**config.mk**
```make
export PLATFORM = sky130hd
export DESIGN_NAME = pt_walker
export DESIGN_NICKNAME = d
export VERILOG_FILES = /design/src/rtl/pt_walker_pkg.sv /design/src/rtl/pt_walker_addr.sv /design/src/rtl/pt_walker_dec.sv /design/src/rtl/pt_walker_fsm.sv /design/src/rtl/pt_walker.sv
export SDC_FILE = /design/constraint.sdc
export NUM_CORES = 1
export LEC_CHECK = 0
export ABC_AREA = 1
export BUFFER_PORTS_ARGS = -buffer_cell sky130_fd_sc_hd__buf_2
export CAP_MARGIN = 0
export CORE_UTILIZATION = 56
export CTS_CLUSTER_SIZE = 24
export DETAILED_ROUTE_END_ITERATION = 10
export GPL_ROUTABILITY_DRIVEN = 0
export PLACE_DENSITY_LB_ADDON = 0.1
export SYNTH_ARGS = -nofsm -noshare
export SYNTH_HDL_FRONTEND = slang
export SYNTH_SLANG_ARGS = --single-unit
```
**constraint.sdc**
```tcl
create_clock -name clk_i -period 5.08 [get_ports clk_i]
set_clock_uncertainty 0.2 [all_clocks]
set_input_delay 0.762 -clock clk_i [delete_from_list [all_inputs] [get_ports clk_i]]
set_output_delay 0.762 -clock clk_i [all_outputs]
set_load 0.05 [all_outputs]
```
**src/rtl/pt_walker_pkg.sv**
```systemverilog
package pt_walker_pkg;
  typedef enum logic [1:0] {
    ENT_NONE = 2'd0,
    ENT_NEXT = 2'd1,
    ENT_MAP  = 2'd2,
    ENT_RSVD = 2'd3
  } ent_kind_e;

  typedef enum logic [1:0] {
    ST_IDLE,
    ST_ISSUE,
    ST_WAIT
  } walk_st_e;

  localparam logic [1:0] LVL_ROOT = 2'd0;
  localparam logic [1:0] LVL_LAST = 2'd3;
endpackage

```
**src/rtl/pt_walker_addr.sv**
```systemverilog
module pt_walker_addr #(
  parameter int unsigned CTX_W  = 8,
  parameter int unsigned IDX1_W = 8,
  parameter int unsigned IDX2_W = 6,
  parameter int unsigned IDX3_W = 6,
  parameter int unsigned PA_W   = 32,
  localparam int unsigned VPN_W = IDX1_W + IDX2_W + IDX3_W
) (
  input  logic [1:0]       lvl_i,
  input  logic [PA_W-1:0]  base_i,
  input  logic [VPN_W-1:0] vpn_i,
  input  logic [CTX_W-1:0] ctx_i,
  output logic [PA_W-1:0]  addr_o
);
  logic [PA_W-1:0] scaled [4];

  // entries are 4 bytes: index << 2
  assign scaled[0] = PA_W'({ctx_i, 2'b00});
  assign scaled[1] = PA_W'({vpn_i[VPN_W-1 -: IDX1_W], 2'b00});
  assign scaled[2] = PA_W'({vpn_i[IDX3_W +: IDX2_W], 2'b00});
  assign scaled[3] = PA_W'({vpn_i[0 +: IDX3_W], 2'b00});

  assign addr_o = base_i + scaled[lvl_i];
endmodule

```
**src/rtl/pt_walker_dec.sv**
```systemverilog
module pt_walker_dec
  import pt_walker_pkg::*;
#(
  parameter int unsigned IDX1_W  = 8,
  parameter int unsigned IDX2_W  = 6,
  parameter int unsigned IDX3_W  = 6,
  parameter int unsigned OFF_W   = 12,
  parameter int unsigned PA_W    = 32,
  parameter int unsigned FLAG_W  = 6,
  parameter int unsigned PTR_LSB = 8,
  localparam int unsigned VPN_W  = IDX1_W + IDX2_W + IDX3_W,
  localparam int unsigned PPN_W  = PA_W - OFF_W
) (
  input  logic [PA_W-1:0]   ent_i,
  input  logic [1:0]        lvl_i,
  input  logic [VPN_W-1:0]  vpn_i,
  output ent_kind_e         kind_o,
  output logic [PA_W-1:0]   next_base_o,
  output logic [PPN_W-1:0]  ppn_o,
  output logic [FLAG_W-1:0] flags_o
);
  logic [PPN_W-1:0] ent_ppn;
  logic [PPN_W-1:0] vpn_ext;
  logic [PPN_W-1:0] cand [1:3];

  assign kind_o      = ent_kind_e'(ent_i[1:0]);
  assign flags_o     = ent_i[FLAG_W+1:2];
  assign next_base_o = {ent_i[PA_W-1:PTR_LSB], {PTR_LSB{1'b0}}};
  assign ent_ppn     = ent_i[PA_W-1:OFF_W];
  assign vpn_ext     = PPN_W'(vpn_i);

  // leaf above the last level: lower index bits pass through
  for (genvar g = 1; g <= 3; g++) begin : g_leaf
    localparam int unsigned SH = (g == 1) ? IDX2_W + IDX3_W :
                                 (g == 2) ? IDX3_W : 0;
    localparam logic [PPN_W-1:0] KEEP = PPN_W'((64'd1 << SH) - 64'd1);
    assign cand[g] = (ent_ppn & ~KEEP) | (vpn_ext & KEEP);
  end

  always_comb begin
    case (lvl_i)
      2'd1:    ppn_o = cand[1];
      2'd2:    ppn_o = cand[2];
      default: ppn_o = cand[3];
    endcase
  end
endmodule

```
**src/rtl/pt_walker_fsm.sv**
```systemverilog
module pt_walker_fsm
  import pt_walker_pkg::*;
#(
  parameter int unsigned CTX_W  = 8,
  parameter int unsigned VPN_W  = 20,
  parameter int unsigned PPN_W  = 20,
  parameter int unsigned PA_W   = 32,
  parameter int unsigned FLAG_W = 6
) (
  input  logic              clk_i,
  input  logic              rst_ni,
  input  logic              miss_valid_i,
  input  logic [VPN_W-1:0]  miss_vpn_i,
  input  logic [CTX_W-1:0]  miss_ctx_i,
  input  logic [PA_W-1:0]   ctx_base_i,
  input  logic              mem_rvalid_i,
  input  ent_kind_e         kind_i,
  input  logic [PA_W-1:0]   next_base_i,
  input  logic [PPN_W-1:0]  leaf_ppn_i,
  input  logic [FLAG_W-1:0] leaf_flags_i,
  output logic              ready_o,
  output logic              mem_req_o,
  output logic [1:0]        lvl_o,
  output logic [PA_W-1:0]   base_o,
  output logic [VPN_W-1:0]  vpn_o,
  output logic [CTX_W-1:0]  ctx_o,
  output logic              fill_valid_o,
  output logic [PPN_W-1:0]  fill_ppn_o,
  output logic [FLAG_W-1:0] fill_flags_o,
  output logic [1:0]        fill_lvl_o,
  output logic              fault_o,
  output logic [1:0]        fault_lvl_o
);
  walk_st_e          state_q;
  logic [1:0]        lvl_q;
  logic [PA_W-1:0]   base_q;
  logic [VPN_W-1:0]  vpn_q;
  logic [CTX_W-1:0]  ctx_q;
  logic              fill_q, fault_q;
  logic [PPN_W-1:0]  ppn_q;
  logic [FLAG_W-1:0] flags_q;
  logic [1:0]        fill_lvl_q, fault_lvl_q;

  always_ff @(posedge clk_i or negedge rst_ni) begin
    if (!rst_ni) begin
      state_q     <= ST_IDLE;
      lvl_q       <= LVL_ROOT;
      base_q      <= '0;
      vpn_q       <= '0;
      ctx_q       <= '0;
      fill_q      <= 1'b0;
      fault_q     <= 1'b0;
      ppn_q       <= '0;
      flags_q     <= '0;
      fill_lvl_q  <= '0;
      fault_lvl_q <= '0;
    end else begin
      fill_q  <= 1'b0;
      fault_q <= 1'b0;
      case (state_q)
        ST_IDLE: begin
          if (miss_valid_i) begin
            vpn_q   <= miss_vpn_i;
            ctx_q   <= miss_ctx_i;
            base_q  <= ctx_base_i;
            lvl_q   <= LVL_ROOT;
            state_q <= ST_ISSUE;
          end
        end
        ST_ISSUE: state_q <= ST_WAIT;
        ST_WAIT: begin
          if (mem_rvalid_i) begin
            state_q <= ST_IDLE;
            case (kind_i)
              ENT_NEXT: begin
                if (lvl_q != LVL_LAST) begin
                  base_q  <= next_base_i;
                  lvl_q   <= lvl_q + 2'd1;
                  state_q <= ST_ISSUE;
                end else begin
                  fault_q     <= 1'b1;
                  fault_lvl_q <= lvl_q;
                end
              end
              ENT_MAP: begin
                if (lvl_q != LVL_ROOT) begin
                  fill_q     <= 1'b1;
                  ppn_q      <= leaf_ppn_i;
                  flags_q    <= leaf_flags_i;
                  fill_lvl_q <= lvl_q;
                end else begin
                  fault_q     <= 1'b1;
                  fault_lvl_q <= lvl_q;
                end
              end
              default: begin
                fault_q     <= 1'b1;
                fault_lvl_q <= lvl_q;
              end
            endcase
          end
        end
        default: state_q <= ST_IDLE;
      endcase
    end
  end

  assign ready_o      = (state_q == ST_IDLE);
  assign mem_req_o    = (state_q == ST_ISSUE);
  assign lvl_o        = lvl_q;
  assign base_o       = base_q;
  assign vpn_o        = vpn_q;
  assign ctx_o        = ctx_q;
  assign fill_valid_o = fill_q;
  assign fill_ppn_o   = ppn_q;
  assign fill_flags_o = flags_q;
  assign fill_lvl_o   = fill_lvl_q;
  assign fault_o      = fault_q;
  assign fault_lvl_o  = fault_lvl_q;

  p_accept_r2: assert property (@(posedge clk_i) disable iff (!rst_ni)
    (ready_o && miss_valid_i) |=> (!ready_o && mem_req_o));
  p_req_pulse_r10: assert property (@(posedge clk_i) disable iff (!rst_ni)
    mem_req_o |=> (!mem_req_o && !ready_o));
  p_fill_pulse_r11: assert property (@(posedge clk_i) disable iff (!rst_ni)
    fill_valid_o |=> !fill_valid_o);
  p_fault_pulse_r11: assert property (@(posedge clk_i) disable iff (!rst_ni)
    fault_o |=> !fault_o);
endmodule

```
**src/rtl/pt_walker.sv**
```systemverilog
module pt_walker
  import pt_walker_pkg::*;
#(
  parameter int unsigned CTX_W   = 8,
  parameter int unsigned IDX1_W  = 8,
  parameter int unsigned IDX2_W  = 6,
  parameter int unsigned IDX3_W  = 6,
  parameter int unsigned OFF_W   = 12,
  parameter int unsigned PA_W    = 32,
  parameter int unsigned FLAG_W  = 6,
  parameter int unsigned PTR_LSB = 8,
  localparam int unsigned VPN_W  = IDX1_W + IDX2_W + IDX3_W,
  localparam int unsigned PPN_W  = PA_W - OFF_W
) (
  input  logic              clk_i,
  input  logic              rst_ni,
  input  logic              miss_valid_i,
  input  logic [VPN_W-1:0]  miss_vpn_i,
  input  logic [CTX_W-1:0]  miss_ctx_i,
  input  logic [PA_W-1:0]   ctx_base_i,
  output logic              ready_o,
  output logic              mem_req_o,
  output logic [PA_W-1:0]   mem_addr_o,
  input  logic              mem_rvalid_i,
  input  logic [PA_W-1:0]   mem_rdata_i,
  output logic              fill_valid_o,
  output logic [VPN_W-1:0]  fill_vpn_o,
  output logic [PPN_W-1:0]  fill_ppn_o,
  output logic [FLAG_W-1:0] fill_flags_o,
  output logic [1:0]        fill_lvl_o,
  output logic              fault_o,
  output logic [1:0]        fault_lvl_o
);
  logic [1:0]        lvl;
  logic [PA_W-1:0]   base;
  logic [VPN_W-1:0]  vpn;
  logic [CTX_W-1:0]  ctx;
  ent_kind_e         kind;
  logic [PA_W-1:0]   next_base;
  logic [PPN_W-1:0]  leaf_ppn;
  logic [FLAG_W-1:0] leaf_flags;

  pt_walker_addr #(
    .CTX_W(CTX_W), .IDX1_W(IDX1_W), .IDX2_W(IDX2_W), .IDX3_W(IDX3_W), .PA_W(PA_W)
  ) u_addr (
    .lvl_i(lvl), .base_i(base), .vpn_i(vpn), .ctx_i(ctx), .addr_o(mem_addr_o)
  );

  pt_walker_dec #(
    .IDX1_W(IDX1_W), .IDX2_W(IDX2_W), .IDX3_W(IDX3_W), .OFF_W(OFF_W),
    .PA_W(PA_W), .FLAG_W(FLAG_W), .PTR_LSB(PTR_LSB)
  ) u_dec (
    .ent_i(mem_rdata_i), .lvl_i(lvl), .vpn_i(vpn), .kind_o(kind),
    .next_base_o(next_base), .ppn_o(leaf_ppn), .flags_o(leaf_flags)
  );

  pt_walker_fsm #(
    .CTX_W(CTX_W), .VPN_W(VPN_W), .PPN_W(PPN_W), .PA_W(PA_W), .FLAG_W(FLAG_W)
  ) u_fsm (
    .clk_i(clk_i), .rst_ni(rst_ni),
    .miss_valid_i(miss_valid_i), .miss_vpn_i(miss_vpn_i), .miss_ctx_i(miss_ctx_i),
    .ctx_base_i(ctx_base_i), .mem_rvalid_i(mem_rvalid_i),
    .kind_i(kind), .next_base_i(next_base), .leaf_ppn_i(leaf_ppn), .leaf_flags_i(leaf_flags),
    .ready_o(ready_o), .mem_req_o(mem_req_o),
    .lvl_o(lvl), .base_o(base), .vpn_o(vpn), .ctx_o(ctx),
    .fill_valid_o(fill_valid_o), .fill_ppn_o(fill_ppn_o), .fill_flags_o(fill_flags_o),
    .fill_lvl_o(fill_lvl_o), .fault_o(fault_o), .fault_lvl_o(fault_lvl_o)
  );

  assign fill_vpn_o = vpn;

  p_excl_r11: assert property (@(posedge clk_i) disable iff (!rst_ni)
    !(fill_valid_o && fault_o));
  p_done_ready_r11: assert property (@(posedge clk_i) disable iff (!rst_ni)
    (fill_valid_o || fault_o) |-> ready_o);
  p_no_req_idle_r2: assert property (@(posedge clk_i) disable iff (!rst_ni)
    ready_o |-> !mem_req_o);
  p_fill_lvl_r6: assert property (@(posedge clk_i) disable iff (!rst_ni)
    fill_valid_o |-> (fill_lvl_o != 2'd0));
endmodule

```
== After elaboration in Yosys (flattened, before gate mapping) ==
Index checks and enable logic that the tools add are counted.
Storage, ports and cells
  register bits: 96
  input port bits: 96
  output and inout bits: 86
  word-level logic and storage cells: 69
Operators by class
  add/sub/neg operators: 2
  $lt $le $gt $ge: 1
  eq/ne operators: 13
  mux-type cells: 31
  bitwise gates (word level): 3
  reductions and logical operators: 8
Operator list (count)
  two-way mux 32 bit: 6
  binary-select mux 32 bit (select 2 bit): 1
  one-hot mux 32 bit (2 select lines): 1
  one-hot mux 20 bit (2 select lines): 1
  adder 32 bit: 1
  bitwise OR 20 x 12 -> 20 bit: 1
  bitwise OR 20 x 6 -> 20 bit: 1
  two-way mux 2 bit: 9
  inequality test 2 bit (second input constant): 6
  two-way mux 1 bit: 9
  one-hot mux 2 bit (2 select lines): 2
  AND reduction 4 bit: 2
  == test 2 x 1 -> 1 bit (second input constant): 3
  == test 2 bit (second input constant): 3
  one-hot mux 2 bit (3 select lines): 1
  AND reduction 5 bit: 1
  AND reduction 2 bit: 2
  nonzero test 2 bit: 2
  greater-or-equal comparator 3 bit (second input constant): 1
  NOT 2 -> 3 bit: 1
  adder 2 x 1 -> 2 bit (second input constant): 1
  logical NOT 2 bit: 1
  inequality test 2 x 1 -> 1 bit (second input constant): 1
  one-hot mux 1 bit (2 select lines): 1

== Logic depth before layout (Yosys ltp) ==
Gate-level depths: netlist (run 1).
  word-level depth: 5
  depth in mapped cells: 15
  depth with buffers taken out: 14

== Hierarchy ==
From an unflattened synthesis (run 1), not the netlist that was laid out.
Second synthesis, totals
  cell total of the unflattened synthesis: 981
  area total of the unflattened synthesis: 6495.0 um2
Modules (own cells, without submodules)
  pt_walker_fsm: times used 1, cells each 535, area an instance 4260.3 um2, seq. area each 2402.3 um2
  pt_walker_addr: times used 1, cells each 330, area an instance 1581.5 um2, seq. area each 0.0 um2
  pt_walker_dec: times used 1, cells each 116, area an instance 653.1 um2, seq. area each 0.0 um2

== Least setup slack after synthesis (run 1) ==
Ideal clock, no wire load.
  path type: flip-flop to output port
  start point: register u_fsm.lvl_q[0], in the netlist u_fsm.lvl_o[0]
  end point: output port mem_addr_o[14]
  arrival time: 2.776 ns
  data required time: 4.118 ns
  slack: 1.342 ns
  cell stages (with the launch flop): 12
  path buffers: 1
  cells stage by stage: dfrtp_1 inv_1 clkbuf_1 nor2_1 o22ai_1 ha_1 fa_1 nand3_1 nand3_1 nand3_1 nand2_1 xor2_1
Between the ends
  longest elaborated chain between the ends: 5
Ends and longest elaborated chain
  start, declared: RTL line pt_walker_fsm.sv:35  | logic [1:0] lvl_q;
  start signal, assigned: RTL line pt_walker_fsm.sv:78  | lvl_q <= lvl_q + 2'd1;
  NOT 2 -> 3 bit (not written as such): RTL line pt_walker_addr.sv:23  | assign addr_o = base_i + scaled[lvl_i];
  binary-select mux 32 bit (select 2 bit): RTL line pt_walker_addr.sv:23
  two-way mux 32 bit (not written as such) (2 in series): RTL line pt_walker_addr.sv:23
  adder 32 bit: RTL line pt_walker_addr.sv:23
  end, declared: RTL line pt_walker.sv:23  | output logic [PA_W-1:0] mem_addr_o,
No other way between the ends. The select of a mux whose other input is x is not followed.

== Worst setup path in the final report (run 1) ==
  start point: register u_fsm.lvl_q[0], in the netlist u_fsm.lvl_o[0]
  end point: output port mem_addr_o[18]
The elaborated chain is that of the path after synthesis.

==> results of run 1 <==
## sequential cells by signal, summed over array words and instances (netlist names), 6 cells and up
| register | cells |
|---|---|
| u_fsm.base_o | 32 |
| u_fsm.ctx_o | 8 |
| u_fsm.fill_flags_o | 6 |
| u_fsm.fill_ppn_o | 20 |
| u_fsm.vpn_o | 20 |
## critical path, cell delays in order (launching register included)
cell and delay [ps]:
dfrtp_1 640, inv_1 380, o21ai_0 260, o22ai_1 110
ha_1 220, fa_1 460, nand3_1 100, nand3_1 130
nand3_1 100, nand2_1 160, nand2_1 100, nand2_1 50
nand2_1 50, buf_2 250
## final cells by class
| class | count | area (um^2) | area share [%] |
|---|---|---|---|
| multi-input cells | 578 | 2700 | 40.0 |
| clock buffers | 13 | 149 | 2.21 |
| well taps | 133 | 166 | 2.47 |
| clock inverters | 2 | 16.3 | 0.241 |
| inverters | 101 | 379 | 5.63 |
| repair buffers | 184 | 931 | 13.8 |
| flip-flops and latches | 96 | 2400 | 35.6 |
## routing by layer
metal  vias up  share of wire [%]  global-route usage, %
met5         -                  0                      0
met4         0                2.5                   12.9
met3        28                6.5                   4.92
met2       206                 46                   48.5
met1      2556                 45                   42.9
li1       2852                  -                      -
## cell families (layout without fill, tap and decap cells)
kind of cell	count (synthesis)	in the layout	synth area share, %
buffers and inverters	133	300	9.61
and+or+nand+nor	431	431	31.3
xor gates and xnor gates	10	10	1.55
DFF	96	96	42.6
adders and majority gates	15	15	3.46
AOI/OAI and AO/OA	122	122	11.5
## through the flow
step / setup WS [ps] / hold WS [ps] / cells
finish: 739 / 267 / 1107
global route: 469 / 312 / 1107
CTS: 743 / 284 / 1107
detailed placement: 1140 / 266 / 1092
global placement: 1260 / 257 / 1092
floorplan: 1340 / 237 / 807
## how the worst max path moves through the flow
| stage | start | to | slack, ps | cells past startpoint |
|---|---|---|---|---|
| after global placement | u_fsm.lvl_o[0] | mem_addr_o[22] | 1260 | 13 |
| after CTS | u_fsm.lvl_o[0] | mem_addr_o[18] | 740 | 13 |
| after detailed placement | u_fsm.lvl_o[0] | mem_addr_o[18] | 1140 | 13 |
| after floorplan | u_fsm.lvl_o[0] | mem_addr_o[14] | 1340 | 11 |
| final | u_fsm.lvl_o[0] | mem_addr_o[18] | 740 | 13 |
| after global routing | u_fsm.lvl_o[0] | mem_addr_o[22] | 470 | 13 |
## cell usage in the layout (no fill, tap or decap), drive strengths merged, types with 13 or more instances in the layout
cell type,n
nand2,293
ha,14
dfrtp,96
nor2,65
clkbuf,13
buf,184
inv,101
nand3,55
a21oi,15
o21ai,90
## Yosys cell counts
library cell	n	area share, %
nand2_1	291	19
dfrtp_1	96	43
inv_1	96	6.4
nor2_1	62	4.1
o21ai_0	60	5.3
nand3_1	55	4.9
o21ai_1	29	2.6
clkbuf_1	16	1.1
a21oi_1	15	1.3
ha_1	14	3.1
xor2_1	10	1.6
buf_2	7	0.62
buf_4	7	0.93
a31oi_1	6	0.67
o22ai_1	6	0.67
inv_2	5	0.33
nor3_1	5	0.44
or2_2	4	0.44
o211ai_1	3	0.40
nand2_2	2	0.22
nand4_1	2	0.22
nor2_4	2	0.40
a211oi_2	1	0.22
and2_1	1	0.11
buf_1	1	0.066
buf_6	1	0.20
fa_1	1	0.36
nand2b_1	1	0.11
nand3b_1	1	0.13
nor2_2	1	0.11
nor3b_1	1	0.13
nor4_4	1	0.38
o21ai_2	1	0.16
o21bai_1	1	0.13
or2_0	1	0.11
or2_1	1	0.11
==> impl_metrics.json, run 1 <==
{
  "status": "finished clean",
  "r2r_cells": 7,
  "final.setup.tns_ps": 0,
  "layout-drive-gt1-share_pct": 21.9,
  "start_util_pct": 57.7,
  "grt_max_degree": 65,
  "reg2reg_to": "u_fsm.fill_ppn_o[9]",
  "worst_pin_slew_ps": 1000,
  "synth_cells": 807,
  "drt_iter0_drc": 203,
  "cts_root_buffer": "clkbuf_8",
  "cts_tree": "yes",
  "yosys_register_bits": 96,
  "placed_area_um2": 6570,
  "cts.repair.resized": 0,
  "chipHeight_um": 102,
  "hpwl_mm": 12.0,
  "grt_pass1_vias": 5038,
  "cp_max_fo": 19,
  "antenna_cells": 0,
  "cp.required_ps": 4120,
  "viasPerCell": 5.10,
  "drc": 0,
  "setup.worst_path.start_class": "flop",
  "area_growth_syn_to_layout_pct": 19.5,
  "post-route-util_pct": 68.9,
  "clk_path_buf_depth": 2,
  "period_share_pct": 85.4,
  "cp.arrival_ps": 3380,
  "overflow": 0,
  "hold_class": "in -> async",
  "h-tree-depth": 3,
  "postSynthNetCount": 918,
  "dr.pass1.iters": 5,
  "cap_violations": 0,
  "synth.distinct_cells": 36,
  "portBuffers": 181,
  "ctsHoldBuffers": 0,
  "ios": 182,
  "grtUsageTotal_pct": 30.9,
  "ys.warnings.count": 0,
  "finalSetupViolations": 0,
  "ys_seq_area_share_pct": 42.6,
  "rows": 36,
  "ant_nets": 0,
  "vias": 5642,
  "slew_headroom_pct": 33.1,
  "final-max-slew-violation-count": 0,
  "routedWlPerCell_um": 14.0,
  "rsz0062_at_grt": "no",
  "period_needed_ps": 4340,
  "hold_viol_final": 0,
  "postCtsSetupBuffers": 0,
  "design_area_um2": 6740,
  "fmax_mhz": 230,
  "clk_pin_slew_worst_paths_ps": 100,
  "die_area_um2": 10500,
  "rrSetupSlack_ps": 2130,
  "crit_type": "reg -> out",
  "r2r-start": "u_fsm.lvl_o[0]",
  "wirelength_mm": 15.5,
  "fin_nets": 1081,
  "clock_sinks": 96,
  "avgSynthCellArea_um2": 6.99,
  "grt_pass1_wl_mm": 24.4,
  "n_fill_cell": 907,
  "clock_latency_ps": 360,
  "synth.cell_area_um2": 5640,
  "antenna_found_initial": 0,
  "critPathCaptureType": "output pin",
  "die_w_um": 102,
  "core_area_um2": 9770,
  "numCtsBuffers": 9
}
Power of run 1 is left out: the tool's default activity adds up to more than one toggle a clock period on the data nets, which glitch-free logic cannot reach.
==> run 2, diff against run 1 <==
Settings changed: GPL_TIMING_DRIVEN from default to 1.
Clock period 5.08 ns to 5.26 ns, I/O delays scaled along.
==> impl_metrics.json, run 2 (same netlist as run 1, synthesis figures left out) <==
{
  "rsz0062_at_grt": "no",
  "hold_viol_final": 0,
  "cap_violations": 0,
  "clock_latency_ps": 360,
  "chipHeight_um": 102,
  "overflow": 0,
  "r2r-start": "u_fsm.lvl_o[0]",
  "grt-busiest-layer": "met2",
  "grt_max_degree": 66,
  "hpwl_mm": 12.0,
  "ctsHoldBuffers": 0,
  "clk_pin_slew_worst_paths_ps": 90,
  "hold_start": "u_fsm.ctx_o[6]",
  "grt_use_met3_pct": 4.10,
  "worst_pin_slew_ps": 999,
  "numCtsBuffers": 9,
  "period_needed_ps": 4370,
  "fmax_mhz": 229,
  "vias": 5629,
  "die_area_um2": 10500,
  "hold_class": "reg -> reg",
  "grt_pass1_vias": 5057,
  "layout-drive-gt1-share_pct": 22.2,
  "whs_path_depth": 2,
  "drt_iter0_drc": 249,
  "hold_end": "u_fsm.ctx_o[6]",
  "core_area_um2": 9770,
  "rows": 36,
  "start_util_pct": 57.7,
  "n_fill_cell": 910,
  "setup.worst_path.start_class": "flop",
  "finalSetupViolations": 0,
  "postCtsSetupBuffers": 0,
  "clk_path_buf_depth": 2,
  "ant_nets": 0,
  "grt_use_met2_pct": 48.3,
  "gr-usage-met1_pct": 42.2,
  "period_share_pct": 83.1,
  "viasPerCell": 5.08,
  "crit_type": "reg -> out",
  "final-max-slew-violation-count": 0,
  "h-tree-depth": 3,
  "dr.pass1.iters": 4,
  "antenna_found_initial": 0,
  "routedWlPerCell_um": 13.8,
  "cp.arrival_ps": 3380,
  "grtUsageTotal_pct": 30.6,
  "fin_nets": 1081,
  "critPathCaptureType": "output pin",
  "final_cell_mix": "291 x nand2_1, 180 x buf_2, 96 x inv_1, 96 x dfrtp_1, 62 x nor2_1",
  "cts.repair.resized": 0,
  "drc": 0,
  "rrSetupSlack_ps": 2340,
  "largest_reg_flops": 32,
  "cp_max_fo": 19,
  "wirelength_mm": 15.3,
  "die_w_um": 102,
  "cts_root_buffer": "clkbuf_8",
  "slew_headroom_pct": 33.3,
  "ios": 182,
  "clock_sinks": 96,
  "status": "finished clean",
  "reg2reg_to": "u_fsm.fill_ppn_o[14]",
  "cts_tree": "yes",
  "portBuffers": 181,
  "r2r_cells": 6,
  "final.setup.tns_ps": 0,
  "layout_commonest_cell": "nand2_1",
  "area_growth_syn_to_layout_pct": 19.7,
  "cp.required_ps": 4270,
  "antenna_cells": 0,
  "grt_pass1_wl_mm": 24.2
}
==> run 2: cell types whose count changed in the layout (fill, tap and decap cells not counted), sizes merged <==
cell and delta:
clkbuf -3, inv +2, clkinvlp +2
==> run 2: cell type report <==
class	count	area [um^2]	area share (%)
repair buffers	184	931	13.8
clock inverters	6	51.3	0.760
multi-input cells	578	2700	39.9
clock buffers	10	128	1.89
inverters	101	379	5.61
flip-flops and latches	96	2400	35.6
well taps	133	166	2.46
==> run 2: routing by layer <==
| metal | vias to the layer above | wire, um |
|---|---|---|
| li1 | 2860 | - |
| met1 | 2530 | 6820 |
| met2 | 209 | 7120 |
| met3 | 30 | 906 |
| met4 | 0 | 467 |
| met5 | - | 0 |
==> run 2: stage by stage <==
stage                     setup slack [ps]  instance area [um^2]  utilization [%]  std cells  hold WS, ps
after floorplan                       1500                  5640                -        807          237
after global placement                1410                  6570             67.3       1092          257
after detailed placement              1310                  6570             67.3       1092          265
after CTS                              909                  6750             69.1       1108          287
after global routing                   574                  6750             69.1       1108          307
final                                  891                  6750             69.1       1108          282
==> run 2: how the worst max path moves through the flow <==
stage	start	to	slack, ps
final	u_fsm.lvl_o[0]	mem_addr_o[22]	890
after global routing	u_fsm.lvl_o[0]	mem_addr_o[22]	570
after CTS	u_fsm.lvl_o[0]	mem_addr_o[18]	910
after detailed placement	u_fsm.lvl_o[0]	mem_addr_o[18]	1310
after global placement	u_fsm.lvl_o[0]	mem_addr_o[18]	1410
after floorplan	u_fsm.lvl_o[0]	mem_addr_o[14]	1500
==> run 2: critical path, cell delays in order (launching register included) <==
cell and delay [ps]:
dfrtp_1 640, inv_1 360, o21ai_0 270, o22ai_1 120, ha_1 220, fa_1 450, nand3_1 100, nand3_1 130
nand3_1 110, nand2_1 170, nand2_1 100, nand2_1 50, nand2_1 50, buf_2 250
Power of run 2 is left out for the same reason.
==> run 3, diff against run 2 <==
Settings changed: CORE_UTILIZATION 56 to 52.
Clock period 5.26 ns to 4.45 ns, I/O delays scaled along.
==> impl_metrics.json, run 3 (same netlist as run 1, synthesis figures left out) <==
{
  "ant_nets": 0,
  "wirelength_mm": 15.9,
  "crit_top_cell": "nand3_1",
  "finalNonFillerCells": 1112,
  "fmax_mhz": 245,
  "antenna_found_initial": 0,
  "worst_slack_ps": 364,
  "critPathCaptureType": "output pin",
  "overflow": 0,
  "hpwl_mm": 12.4,
  "largest_reg_flops": 32,
  "cp_max_fo": 19,
  "dp_cells": 1096,
  "layout_commonest_cell": "nand2_1",
  "clk_pin_slew_worst_paths_ps": 100,
  "grt_max_degree": 76,
  "rsz0062_at_grt": "no",
  "fin_nets": 1082,
  "grt_pass1_wl_mm": 25.7,
  "finalSetupViolations": 0,
  "cap_violations": 0,
  "drc": 0,
  "crit_type": "reg -> out",
  "ios": 182,
  "crit_path_max_incr_delay_ps": 540,
  "final-max-slew-violation-count": 0,
  "hold_class": "in -> async",
  "ctsHoldBuffers": 0,
  "area_growth_syn_to_layout_pct": 20.3,
  "final.setup.tns_ps": 0,
  "dp_slack_ps": 599,
  "portBuffers": 181,
  "period_share_pct": 91.8,
  "slew_headroom_pct": 35.6,
  "cts_tree": "yes",
  "routedWlPerCell_um": 14.3,
  "clock_latency_ps": 360,
  "dr.pass1.iters": 6,
  "h-tree-depth": 3,
  "hold_viol_final": 0,
  "rows": 37,
  "antenna_cells": 0,
  "clock_sinks": 96,
  "die_w_um": 106,
  "postCtsSetupBuffers": 0,
  "worst_pin_slew_ps": 966,
  "cp.required_ps": 3580,
  "viasPerCell": 5.10,
  "final_cell_mix": "291 x nand2_1, 180 x buf_2, 96 x inv_1",
  "start_util_pct": 54.1,
  "layout-drive-gt1-share_pct": 22.4,
  "cts_root_buffer": "clkbuf_8",
  "chipHeight_um": 106,
  "die_area_um2": 11300,
  "core_area_um2": 10400,
  "setup.worst_path.start_class": "flop",
  "crit_path_cell_trace": "inv_1 > o21ai_0 > o22ai_1 > ha_1 > fa_1 > nand3_1 > nand3_1 > nand2_1 > nand3_1 > xor2_1 > buf_2",
  "grtUsageTotal_pct": 29.3,
  "cp.arrival_ps": 3220,
  "drt_iter0_drc": 343,
  "cts.repair.resized": 0,
  "vias": 5667,
  "rrSetupSlack_ps": 1780,
  "numCtsBuffers": 9,
  "status": "finished clean",
  "grt_pass1_vias": 5197,
  "period_needed_ps": 4090,
  "clk_path_buf_depth": 2,
  "cp_slowest_cell": "dfrtp_2"
}
## run 3: cell types whose count changed in the layout (fill, tap and decap cells not counted), sizes merged
cell      delta
clkinvlp     -2
inv          +2
buf          +1
clkbuf       +1
clkinv       -1
## run 3: cell type report
class / count / area (um^2)
clock buffer: 11 / 151
inverter: 101 / 379
fill: 1047 / 3630
clock inverter: 5 / 45.0
timing repair buffer: 185 / 938
sequential: 96 / 2400
tap: 136 / 170
multi-input combinational: 578 / 2700
## run 3: path summary, 6_finish.rpt
| check | to | cells past startpoint | from |
|---|---|---|---|
| max | mem_addr_o[10] | 11 | u_fsm.lvl_o[0] |
| min | u_fsm.base_o[16] | 1 | rst_ni |
| max reg2reg | u_fsm.fill_ppn_o[16] | 6 | u_fsm.lvl_o[0] |
| min reg2reg | u_fsm.ctx_o[1] | 2 | u_fsm.ctx_o[1] |
| max in group asynchronous | u_fsm.lvl_o[1] | 2 | rst_ni |
| min in group clk_i | u_fsm.ctx_o[1] | 2 | u_fsm.ctx_o[1] |
## run 3: per-layer routing
layer	global-route usage [%]	wire, um	share of wire (%)
met5	0	0	0
met4	10.5	472	3.0
met3	4.23	1020	6.4
met2	47.1	7430	47
met1	40.2	7000	44
## run 3: through the flow
| stage | hold WS (ps) | util, % | instance area (um^2) |
|---|---|---|---|
| 6_report | 231 | 65.1 | 6780 |
| 5_1_grt | 284 | 65.1 | 6780 |
| 4_1_cts | 282 | 65.1 | 6780 |
| 3_5_place_dp | 259 | 63.2 | 6590 |
| 3_3_place_gp | 253 | 63.2 | 6590 |
| 2_1_floorplan | 172 | - | 5640 |
## run 3: critical path, delay by kind of cell (launching register included)
family                     cells  cell delay, ps
adders and majority gates      2             690
buffers and inverters          2             590
DFF                            1             540
and+or+nand+nor                4             510
AOI/OAI and AO/OA              2             340
xor gates and xnor gates       1             190
Power of run 3 is left out for the same reason.
